===== src/rtl/isq_pkg.sv =====
package isq_pkg;
  localparam int OPC_W = 4;

  typedef enum logic [1:0] {
    ST_FETCH = 2'd0,
    ST_EXEC  = 2'd1,
    ST_ICHK  = 2'd2
  } stage_e;

  typedef enum logic [OPC_W-1:0] {
    OPC_NOP   = 4'd0,
    OPC_LOAD  = 4'd1,
    OPC_ADD   = 4'd2,
    OPC_STORE = 4'd3,
    OPC_JUMP  = 4'd4,
    OPC_RETI  = 4'd5
  } opc_e;

  typedef struct packed {
    logic mem_rd;
    logic do_add;
    logic mem_wr;
    logic jump;
    logic reti;
  } dec_t;
endpackage


===== src/rtl/isq_decode.sv =====
module isq_decode
  import isq_pkg::*;
(
  input  logic [OPC_W-1:0] opcode,
  output dec_t             dec
);
  // opcode classes; unknown codes decode to no action
  always_comb begin
    dec = '0;
    case (opcode)
      OPC_LOAD:  dec.mem_rd = 1'b1;
      OPC_ADD: begin
        dec.mem_rd = 1'b1;
        dec.do_add = 1'b1;
      end
      OPC_STORE: dec.mem_wr = 1'b1;
      OPC_JUMP:  dec.jump   = 1'b1;
      OPC_RETI:  dec.reti   = 1'b1;
      default:   dec = '0;
    endcase
  end
endmodule


===== src/rtl/isq_accum.sv =====
module isq_accum #(
  parameter int DATA_W = 16
) (
  input  logic              clk,
  input  logic              rst_n,
  input  logic              load_en,
  input  logic              add_en,
  input  logic [DATA_W-1:0] operand,
  output logic [DATA_W-1:0] acc
);
  always_ff @(posedge clk) begin
    if (!rst_n)       acc <= '0;
    else if (load_en) acc <= operand;
    else if (add_en)  acc <= acc + operand;
  end

  // add wraps modulo 2^DATA_W
  a_r5_add_wrap: assert property (@(posedge clk) disable iff (!rst_n)
    add_en |=> acc == DATA_W'($past(acc) + $past(operand)));

  // without a load or add the accumulator holds
  a_r6_acc_hold: assert property (@(posedge clk) disable iff (!rst_n)
    (!load_en && !add_en) |=> $stable(acc));
endmodule


===== src/rtl/isq_ctx.sv =====
module isq_ctx #(
  parameter int                ADDR_W     = 12,
  parameter logic [ADDR_W-1:0] RESET_ADDR = '0
) (
  input  logic              clk,
  input  logic              rst_n,
  input  logic              save,
  input  logic [ADDR_W-1:0] pc_in,
  input  logic              ie_in,
  output logic [ADDR_W-1:0] ctx_pc,
  output logic              ctx_ie
);
  always_ff @(posedge clk) begin
    if (!rst_n) begin
      ctx_pc <= RESET_ADDR;
      ctx_ie <= 1'b1;
    end else if (save) begin
      ctx_pc <= pc_in;
      ctx_ie <= ie_in;
    end
  end

  // accepted interrupt captures pc and enable flag
  a_r9_ctx_capture: assert property (@(posedge clk) disable iff (!rst_n)
    save |=> (ctx_pc == $past(pc_in)) && (ctx_ie == $past(ie_in)));

  // context is kept until the next accepted interrupt
  a_r11_ctx_keep: assert property (@(posedge clk) disable iff (!rst_n)
    !save |=> $stable(ctx_pc) && $stable(ctx_ie));
endmodule


===== src/rtl/isq_seq.sv =====
module isq_seq
  import isq_pkg::*;
#(
  parameter int DATA_W     = 16,
  parameter int ADDR_W     = 12,
  parameter int RESET_PC   = 0,
  parameter int HANDLER_PC = 'h100
) (
  input  logic              clk,
  input  logic              rst_n,
  output logic              mem_req_valid,
  input  logic              mem_req_ready,
  output logic              mem_req_we,
  output logic [ADDR_W-1:0] mem_req_addr,
  output logic [DATA_W-1:0] mem_req_wdata,
  input  logic [DATA_W-1:0] mem_rsp_data,
  input  logic              irq,
  output logic              irq_ack,
  output logic              irq_en,
  output logic [1:0]        stage,
  output logic [ADDR_W-1:0] pc,
  output logic [DATA_W-1:0] ir,
  output logic [DATA_W-1:0] acc
);
  localparam logic [ADDR_W-1:0] RESET_ADDR = ADDR_W'(RESET_PC);
  localparam logic [ADDR_W-1:0] VEC_ADDR   = ADDR_W'(HANDLER_PC);
  localparam logic [ADDR_W-1:0] PC_STEP    = ADDR_W'(1);

  stage_e            state_q, state_d;
  logic [ADDR_W-1:0] pc_q, pc_d;
  logic [DATA_W-1:0] ir_q;
  logic              ie_q, ie_d;
  dec_t              dec;
  logic [ADDR_W-1:0] opnd;
  logic              mem_op, hs, fetch_hs, exec_hs, accept;
  logic [ADDR_W-1:0] ctx_pc;
  logic              ctx_ie;
  logic [DATA_W-1:0] acc_q;

  isq_decode u_dec (
    .opcode (ir_q[DATA_W-1 -: OPC_W]),
    .dec    (dec)
  );

  assign opnd   = ir_q[ADDR_W-1:0];
  assign mem_op = dec.mem_rd | dec.mem_wr;

  // request channel, driven from registered state only
  always_comb begin
    mem_req_valid = 1'b0;
    mem_req_we    = 1'b0;
    mem_req_addr  = pc_q;
    mem_req_wdata = acc_q;
    if (state_q == ST_FETCH) begin
      mem_req_valid = 1'b1;
    end else if (state_q == ST_EXEC && mem_op) begin
      mem_req_valid = 1'b1;
      mem_req_we    = dec.mem_wr;
      mem_req_addr  = opnd;
    end
  end

  assign hs       = mem_req_valid & mem_req_ready;
  assign fetch_hs = (state_q == ST_FETCH) & hs;
  assign exec_hs  = (state_q == ST_EXEC) & hs;
  assign accept   = (state_q == ST_ICHK) & irq & ie_q;

  always_comb begin
    state_d = state_q;
    pc_d    = pc_q;
    ie_d    = ie_q;
    unique case (state_q)
      ST_FETCH: begin
        if (hs) begin
          state_d = ST_EXEC;
          pc_d    = pc_q + PC_STEP;
        end
      end
      ST_EXEC: begin
        if (!mem_op || hs) state_d = ST_ICHK;
        if (dec.jump) pc_d = opnd;
        if (dec.reti) begin
          pc_d = ctx_pc;
          ie_d = ctx_ie;
        end
      end
      ST_ICHK: begin
        state_d = ST_FETCH;
        if (accept) begin
          pc_d = VEC_ADDR;
          ie_d = 1'b0;
        end
      end
      default: state_d = ST_FETCH;
    endcase
  end

  always_ff @(posedge clk) begin
    if (!rst_n) begin
      state_q <= ST_FETCH;
      pc_q    <= RESET_ADDR;
      ir_q    <= '0;
      ie_q    <= 1'b1;
    end else begin
      state_q <= state_d;
      pc_q    <= pc_d;
      ie_q    <= ie_d;
      if (fetch_hs) ir_q <= mem_rsp_data;
    end
  end

  isq_ctx #(
    .ADDR_W     (ADDR_W),
    .RESET_ADDR (RESET_ADDR)
  ) u_ctx (
    .clk    (clk),
    .rst_n  (rst_n),
    .save   (accept),
    .pc_in  (pc_q),
    .ie_in  (ie_q),
    .ctx_pc (ctx_pc),
    .ctx_ie (ctx_ie)
  );

  isq_accum #(
    .DATA_W (DATA_W)
  ) u_acc (
    .clk     (clk),
    .rst_n   (rst_n),
    .load_en (exec_hs & dec.mem_rd & ~dec.do_add),
    .add_en  (exec_hs & dec.do_add),
    .operand (mem_rsp_data),
    .acc     (acc_q)
  );

  assign irq_ack = accept;
  assign irq_en  = ie_q;
  assign stage   = state_q;
  assign pc      = pc_q;
  assign ir      = ir_q;
  assign acc     = acc_q;

  // completed fetch advances pc and enters execute
  a_r2_fetch_step: assert property (@(posedge clk) disable iff (!rst_n)
    (state_q == ST_FETCH && hs) |=> (pc_q == $past(pc_q) + PC_STEP) && (state_q == ST_EXEC));

  // a stalled request holds all its fields
  a_r3_req_hold: assert property (@(posedge clk) disable iff (!rst_n)
    (mem_req_valid && !mem_req_ready) |=> mem_req_valid && $stable(mem_req_addr)
      && $stable(mem_req_we) && $stable(mem_req_wdata));

  // jump lands on its operand and goes to the check stage
  a_r7_jump_target: assert property (@(posedge clk) disable iff (!rst_n)
    (state_q == ST_EXEC && dec.jump) |=> (pc_q == $past(opnd)) && (state_q == ST_ICHK));

  // the check stage lasts one cycle
  a_r8_check_once: assert property (@(posedge clk) disable iff (!rst_n)
    (state_q == ST_ICHK) |=> (state_q == ST_FETCH));

  // no acceptance leaves pc and enable untouched
  a_r8_check_quiet: assert property (@(posedge clk) disable iff (!rst_n)
    (state_q == ST_ICHK && !(irq && ie_q)) |=> $stable(pc_q) && $stable(ie_q));

  // acceptance vectors to the handler with interrupts masked
  a_r9_vector: assert property (@(posedge clk) disable iff (!rst_n)
    (state_q == ST_ICHK && irq && ie_q) |=> (pc_q == VEC_ADDR) && !ie_q);

  // return takes pc and enable from the context
  a_r11_restore: assert property (@(posedge clk) disable iff (!rst_n)
    (state_q == ST_EXEC && dec.reti) |=> (pc_q == $past(ctx_pc)) && (ie_q == $past(ctx_ie)));
endmodule


===== config.mk =====
export PLATFORM = sky130hd
export DESIGN_NAME = isq_seq
export DESIGN_NICKNAME = d
export VERILOG_FILES = /design/src/rtl/isq_pkg.sv /design/src/rtl/isq_decode.sv /design/src/rtl/isq_accum.sv /design/src/rtl/isq_ctx.sv /design/src/rtl/isq_seq.sv
export SDC_FILE = /design/constraint.sdc
export NUM_CORES = 1
export LEC_CHECK = 0
export ABC_AREA = 1
export CAP_MARGIN = 10
export CORE_UTILIZATION = 35
export DETAILED_ROUTE_END_ITERATION = 10
export DONT_BUFFER_PORTS = 1
export HOLD_SLACK_MARGIN = 0.15
export PLACE_DENSITY_LB_ADDON = 0.15
export SLEW_MARGIN = 20
export SYNTH_ARGS = -nofsm -noshare
export SYNTH_HDL_FRONTEND = slang
export SYNTH_SLANG_ARGS = --single-unit

===== constraint.sdc =====
create_clock -name clk -period 5.1 [get_ports clk]
set_clock_uncertainty 0.2 [all_clocks]
set_input_delay 1.02 -clock clk [delete_from_list [all_inputs] [get_ports clk]]
set_output_delay 1.02 -clock clk [all_outputs]
set_load 0.01 [all_outputs]

==> results.md, run 1 <==
- Sequential share of the synthesized area: 29.0%
- DR vias/cell: 5.01
- DRT iter0 DRCs: 218
- P per Cell Area: 404 nW/um^2
- Fmax: 272 MHz
- Area share of and/or/nand/nor cells after synthesis: 24.2%
- Mux contribution to synthesized area: 0.362%
- Post-CTS setup buffer count: 0
- Port bufs: 0
- Area growth syn-to-layout: 5.73%
- ANT cells: 0
- Die X-Extent: 111 um
- Worst endpoint required time: 3.88 ns
- Bufs on Longest Clock Path: 2
- Num ports: 98
- Final Max Slew Viols: 0
- Synth Area in Compound Gates: 23.3%
- Drt total wl: 11.3 mm
- Reg clk slew, reported paths: 0.05 ns
- Crit-path max FO: 24
- Routed vias: 3723
- Fraction of layout cells with a size suffix above 1: 9.50%
- Grt met3 use: 4.70%
- Hold Buf Count CTS: 0
- Area contributors post-synth: dfxtp_1, nand2_1, o21ai_0
- Drt wl/cell: 15.3 um
- Setup Crit Path Kind: flip-flop to primary output
- Hpwl dp: 8.45 mm
- Mapped Area: 4150 um^2
- Post-cts sizing count: 0
- Tmin final: 3.68 ns
- RSZ-0062 raised after global routing: false
- Post-Route Setup TNS: 0 ns
- Initial antenna violation count: 0
- TritonCTS clock tree: yes
- Max cap viols: 0
- Synth Area in Adders: 6.82%
- Worst hold path class: flip-flop to flip-flop
- Synth top area share: 29.0%
- Mapped Cells: 620
- Total congestion overflow: 0
- Largest family of logic cells by synthesized area: simple AND/OR/NAND/NOR gates
- Die ar.: 12300 um^2
- Relative slew slack: 38.9%
- Final clock period utilization by the worst path: 72.1%
- ANT nets after route: 0
- Core ar.: 11500 um^2
- CP arrival: 2.46 ns
- Top FF cell, synth: dfxtp_1
- Root Driver: clkbuf_16
- Met1 GRT Util: 24.3%
- Post-synth EDFFs: 0
- Residual DRC count: 0
- Initial Util: 36.2%
- 1st-pass router iterations: 4
- Placer Congestion: 0.800
- Final Hold Fails: 0
- Wire length of the first global-routing pass: 19.1 mm
- Commonest cells after routing, fill and taps aside: nand2_1, inv_1, o21ai_0
- Vias in the first global route: 3718
- Final #Nets: 637
- FF+latch count, synth: 60
- CTS Buf Count: 9
- Row cnt: 39
- Tightest Pin Transition: 0.917 ns
- Peak VDD IR: 0.248 mV
- Commonest non-fill, non-tap cell in the layout: nand2_1
- H-tree depth: 3
- Die Ht: 111 um
- Final setup violation count: 0
- Crit start category: flip-flop
- Yosys warns: 0
- Largest net degree at the start of global routing: 54
- GRT met2 Usage: 32.2%
- Finished Core Util: 38.2%
- Synthesized area per cell: 6.69 um^2
- Synth unique cells: 45
- Cell accounting for the most synthesized area: dfxtp_1
- XOR/XNOR share of the synthesized area: 1.48%
- Critical path endpoint category: primary output
- Syn nets: 662
- Status: finished clean
- Worst skew pair latency: 0.34 ns
- Post-synth ARST share: 0%
- Leak Pwr: 0.00206 uW
- GR Util All Layers: 19.5%
- Sink Count: 60
- Most Crowded Layer GR: met2
[synthesized netlist by cell type, types with 6 or more instances]
library cell / number
buf_4: 16
inv_1: 86
o21ai_1: 19
a21oi_1: 59
ha_1: 21
dfxtp_1: 60
a21oi_2: 12
nand2_1: 119
nand3_1: 27
o21ai_0: 66
clkbuf_1: 10
nor2_1: 51
nor3_1: 7
inv_2: 6
[where the power goes]
part	internal [uW]	switching [uW]	total, uW
logic	143	304	446
clock network	441	228	668
registers	540	118	657
total	1120	650	1770
[flip-flops by register name, indices dropped and copies added (netlist names)]
signal        flops
stage             2
u_acc.acc        16
irq_en            1
ir               16
u_ctx.ctx_pc     12
pc               12
u_ctx.ctx_ie      1
[worst max-delay path: stages, from the launching register on]
cell and delay (ns):
dfxtp_1 0.42, inv_1 0.12, ha_1 0.31, o211ai_2 0.14
or2_1 0.74, mux2_4 0.37
[worst paths after layout]
| kind | from | endpoint | slack (ns) | cells past startpoint |
|---|---|---|---|---|
| max | stage[1] | mem_req_addr[2] | 1.42 | 5 |
| min | u_ctx.ctx_ie | u_ctx.ctx_ie | 0.25 | 2 |
| max reg2reg | stage[1] | u_acc.acc[15] | 2.57 | 10 |
| min reg2reg | u_ctx.ctx_ie | u_ctx.ctx_ie | 0.25 | 2 |
[layer usage]
| metal | part of all wire (%) | vias to the layer above |
|---|---|---|
| li1 | - | 1952 |
| met5 | 0 | - |
| met3 | 4.8 | 14 |
| met2 | 46 | 75 |
| met4 | 1.8 | 0 |
| met1 | 47 | 1682 |
[area by class of cell]
| class | count | area (um^2) |
|---|---|---|
| timing repair buffer | 1 | 7.51 |
| tap | 143 | 179 |
| clock buffer | 12 | 246 |
| sequential | 60 | 1200 |
| multi-input combinational | 430 | 2330 |
| inverter | 93 | 350 |
| clock inverter | 4 | 72.6 |
| fill | 1244 | 7080 |
[metrics by stage]
step / total power [uW] / std cells / cell area [um^2] / hold slack, ns / setup slack, ns
finish: 1770 / 743 / 4390 / 0.250 / 1.42
global route: 1890 / 743 / 4390 / 0.259 / 1.22
CTS: 1790 / 743 / 4390 / 0.251 / 1.39
detailed placement: 1120 / 727 / 4070 / 0.232 / 1.76
global placement: 1110 / 727 / 4070 / 0.232 / 1.80
floorplan: 1020 / 620 / 4150 / 0.215 / 2.27
[cell families after synthesis]
family                   Yosys count
XOR/XNOR                           7
AO/OA/AOI/OAI                    173
buffers and inverters            130
multiplexers                       1
flip-flops                        60
adder cells (fa/ha/maj)           22
AND/OR/NAND/NOR                  227
No activity file was read; power rests on OpenSTA's default activity.
==> run 2: changes to the inputs <==
clock period = 3.69 ns   (was 5.1 ns; I/O delays follow)
==> run 2 against run 1 <==
  * Sequential power increased by 38%
  * Routed wire length decreased by 0.37%
  * Sequential share of layout area increased by 0.18 points
  * Flip-flop and latch count unchanged
  * First-iteration DRC count decreased by 22%
  * Final cell count unchanged
  * Cell area decreased by 0.66%
  * Register-to-register slack got worse by 1.4 ns
  * Largest cell class unchanged
  * Highest routed layer unchanged
==> results.md, run 2 (same netlist as run 1, synthesis figures left out) <==
- Status: finished clean (unchanged)
- Tmin final: 3.40 ns
- Cells on Worst Hold Path: 2 (unchanged)
- Tightest Pin Transition: 0.914 ns (was 0.917 ns)
- GR Util All Layers: 19.2% (was 19.5%)
- Drt total wl: 11.3 mm (about the same)
- 1st-pass router iterations: 4 (unchanged)
- RR Startpoint: stage[1] (unchanged)
- ANT nets after route: 0 (unchanged)
- TritonCTS clock tree: yes (unchanged)
- Sink Count: 60 (unchanged)
- ANT cells: 0 (unchanged)
- P per Cell Area: 538 nW/um^2 (was 404 nW/um^2)
- Pint: 1450 uW (was 1120 uW)
- Largest net degree at the start of global routing: 54 (unchanged)
- DRT iter0 DRCs: 170 (was 218)
- Placer Congestion: 0.798 (was 0.800)
- Commonest cells after routing, fill and taps aside: nand2_1, inv_1, o21ai_0 (unchanged)
- Hold path startpoint: u_ctx.ctx_ie (unchanged)
- Crit-path slowest cell: or2_1 (unchanged)
- Core ar.: 11500 um^2 (unchanged)
- Post-Place Worst Slack: 0.602 ns (was 1.76 ns)
- Num ports: 98 (unchanged)
- Cell area after placement: 4070 um^2 (unchanged)
- Hpwl dp: 8.40 mm (was 8.45 mm)
- Final setup violation count: 0 (unchanged)
- RSZ-0062 raised after global routing: false (unchanged)
- Final Worst Setup Slack: 0.295 ns (was 1.42 ns)
- Worst R2R End: u_acc.acc[2] (was u_acc.acc[15])
- Residual DRC count: 0 (unchanged)
- Final clock period utilization by the worst path: 92.0%
- Drt wl/cell: 15.2 um (was 15.3 um)
- Crit-path max FO: 24 (unchanged)
- Max cap viols: 0 (unchanged)
- Post-Route Setup TNS: 0 ns (unchanged)
- H-tree depth: 3 (unchanged)
- Die Ht: 111 um (unchanged)
- Final Hold Fails: 0 (unchanged)
- Initial antenna violation count: 0 (unchanged)
- Final Max Slew Viols: 0 (unchanged)
- Root Driver: clkbuf_16 (unchanged)
- Area growth syn-to-layout: 5.04% (was 5.73%)
- Clock network power share: 35.1% (was 37.7%)
- Post-CTS setup buffer count: 0 (unchanged)
- CP arrival: 2.46 ns (about the same)
- Fraction of layout cells with a size suffix above 1: 9.67% (was 9.50%)
- Comb pwr share: 26.2% (was 25.2%)
- Final #Nets: 637 (unchanged)
- Die X-Extent: 111 um (unchanged)
- Slowest cell delay on critical path: 0.73 ns (was 0.74 ns)
- Setup slack, reg-to-reg: 1.16 ns (was 2.57 ns)
- Design Area, Final: 4360 um^2 (was 4390 um^2)
- Relative slew slack: 39.1% (was 38.9%)
- Wire length of the first global-routing pass: 18.9 mm (was 19.1 mm)
- Sw frac: 38.1% (was 36.6%)
- Sequential share of power: 38.7% (was 37.1%)
- Row cnt: 39 (unchanged)
- Worst skew pair latency: 0.33 ns (was 0.34 ns)
- Fmax: 295 MHz
- Post-cts sizing count: 0 (unchanged)
- Register-to-Register Path Depth: 9 (was 10)
- Crit start category: flip-flop (unchanged)
- Bufs on Longest Clock Path: 2 (unchanged)
- Final-layout fill cell count: 1231 (was 1244)
- Routed vias: 3738 (was 3723)
- Reg clk slew, reported paths: 0.05 ns (about the same)
- End of the worst hold path: u_ctx.ctx_ie (unchanged)
- Total congestion overflow: 0 (unchanged)
- Net Sw Power: 893 uW (was 650 uW)
- CTS Buf Count: 9 (unchanged)
- Hold Buf Count CTS: 0 (unchanged)
- Die ar.: 12300 um^2 (unchanged)
- Initial Util: 36.2% (unchanged)
- Vias in the first global route: 3690 (was 3718)
- Peak VDD IR: 0.302 mV (was 0.248 mV)
- DR vias/cell: 5.03 (was 5.01)
- Worst endpoint required time: 2.75 ns (was 3.88 ns)
- Worst hold path class: flip-flop to flip-flop (unchanged)
- Port bufs: 0 (unchanged)
- Setup Crit Path Kind: flip-flop to primary output (unchanged)
- Leak Pwr: 0.00204 uW (was 0.00206 uW)
- Critical path endpoint category: primary output (unchanged)
- Cell breakdown of the critical path: inv_1 > ha_1 > o211ai_2 > or2_1 > mux2_4 (unchanged)
- Commonest non-fill, non-tap cell in the layout: nand2_1 (unchanged)
-- run 2: cell types whose count changed in the layout (fill, tap and decap cells not counted), sizes merged --
cell | before | now
clkinvlp | 1 | 2
clkbuf | 12 | 13
bufinv | 2 | 0
-- run 2: area by class of cell --
type	count	area, um^2	share of cell area, %
multi-input combinational	430	2330	53.4
inverter	93	350	8.04
sequential	60	1200	27.6
tap	143	179	4.11
clock inverter	3	20.0	0.460
timing repair buffer	1	7.51	0.172
clock buffer	13	270	6.20
-- run 2: critical path, delay by kind of cell (launching register included) --
family | cells | cell delay [ns]
and+or+nand+nor | 1 | 0.73
buffers and inverters | 1 | 0.12
adders and majority gates | 1 | 0.31
AOI/OAI and AO/OA | 1 | 0.15
muxes | 1 | 0.38
DFF | 1 | 0.42
-- run 2: per-layer routing --
metal  global-route usage [%]  wire [um]  vias up
met5                        0          0        -
met4                     7.38        159        0
met3                     3.55        520       12
met2                     32.4       5310       68
met1                     24.1       5310     1699
li1                         -          -     1959
-- run 2: power by group through the flow --
stage	registers, uW	logic, uW	clock network (uW)
global route	927	706	870
floorplan	881	525	0
finish	907	615	823
detailed placement	923	619	0
global placement	920	610	0
CTS	909	622	837
-- run 2: worst max path at each step --
stage / startpoint / endpoint / slack (ns)
final: stage[1] / mem_req_addr[2] / 0.29
after detailed placement: stage[1] / mem_req_addr[2] / 0.60
after floorplan: stage[1] / mem_req_addr[10] / 1.14
after global routing: stage[1] / mem_req_addr[2] / 0.11
after CTS: stage[1] / mem_req_addr[2] / 0.24
after global placement: stage[1] / mem_req_addr[2] / 0.67
-- run 2: per-stage QoR --
stage | util (%) | cells | total power [uW] | hold slack (ns)
3_5_place_dp | 35.5 | 727 | 1540 | 0.232
2_1_floorplan | - | 620 | 1410 | 0.215
3_3_place_gp | 35.5 | 727 | 1530 | 0.231
5_1_grt | 38.0 | 743 | 2500 | 0.250
6_report | 38.0 | 743 | 2340 | 0.243
4_1_cts | 38.0 | 743 | 2370 | 0.243
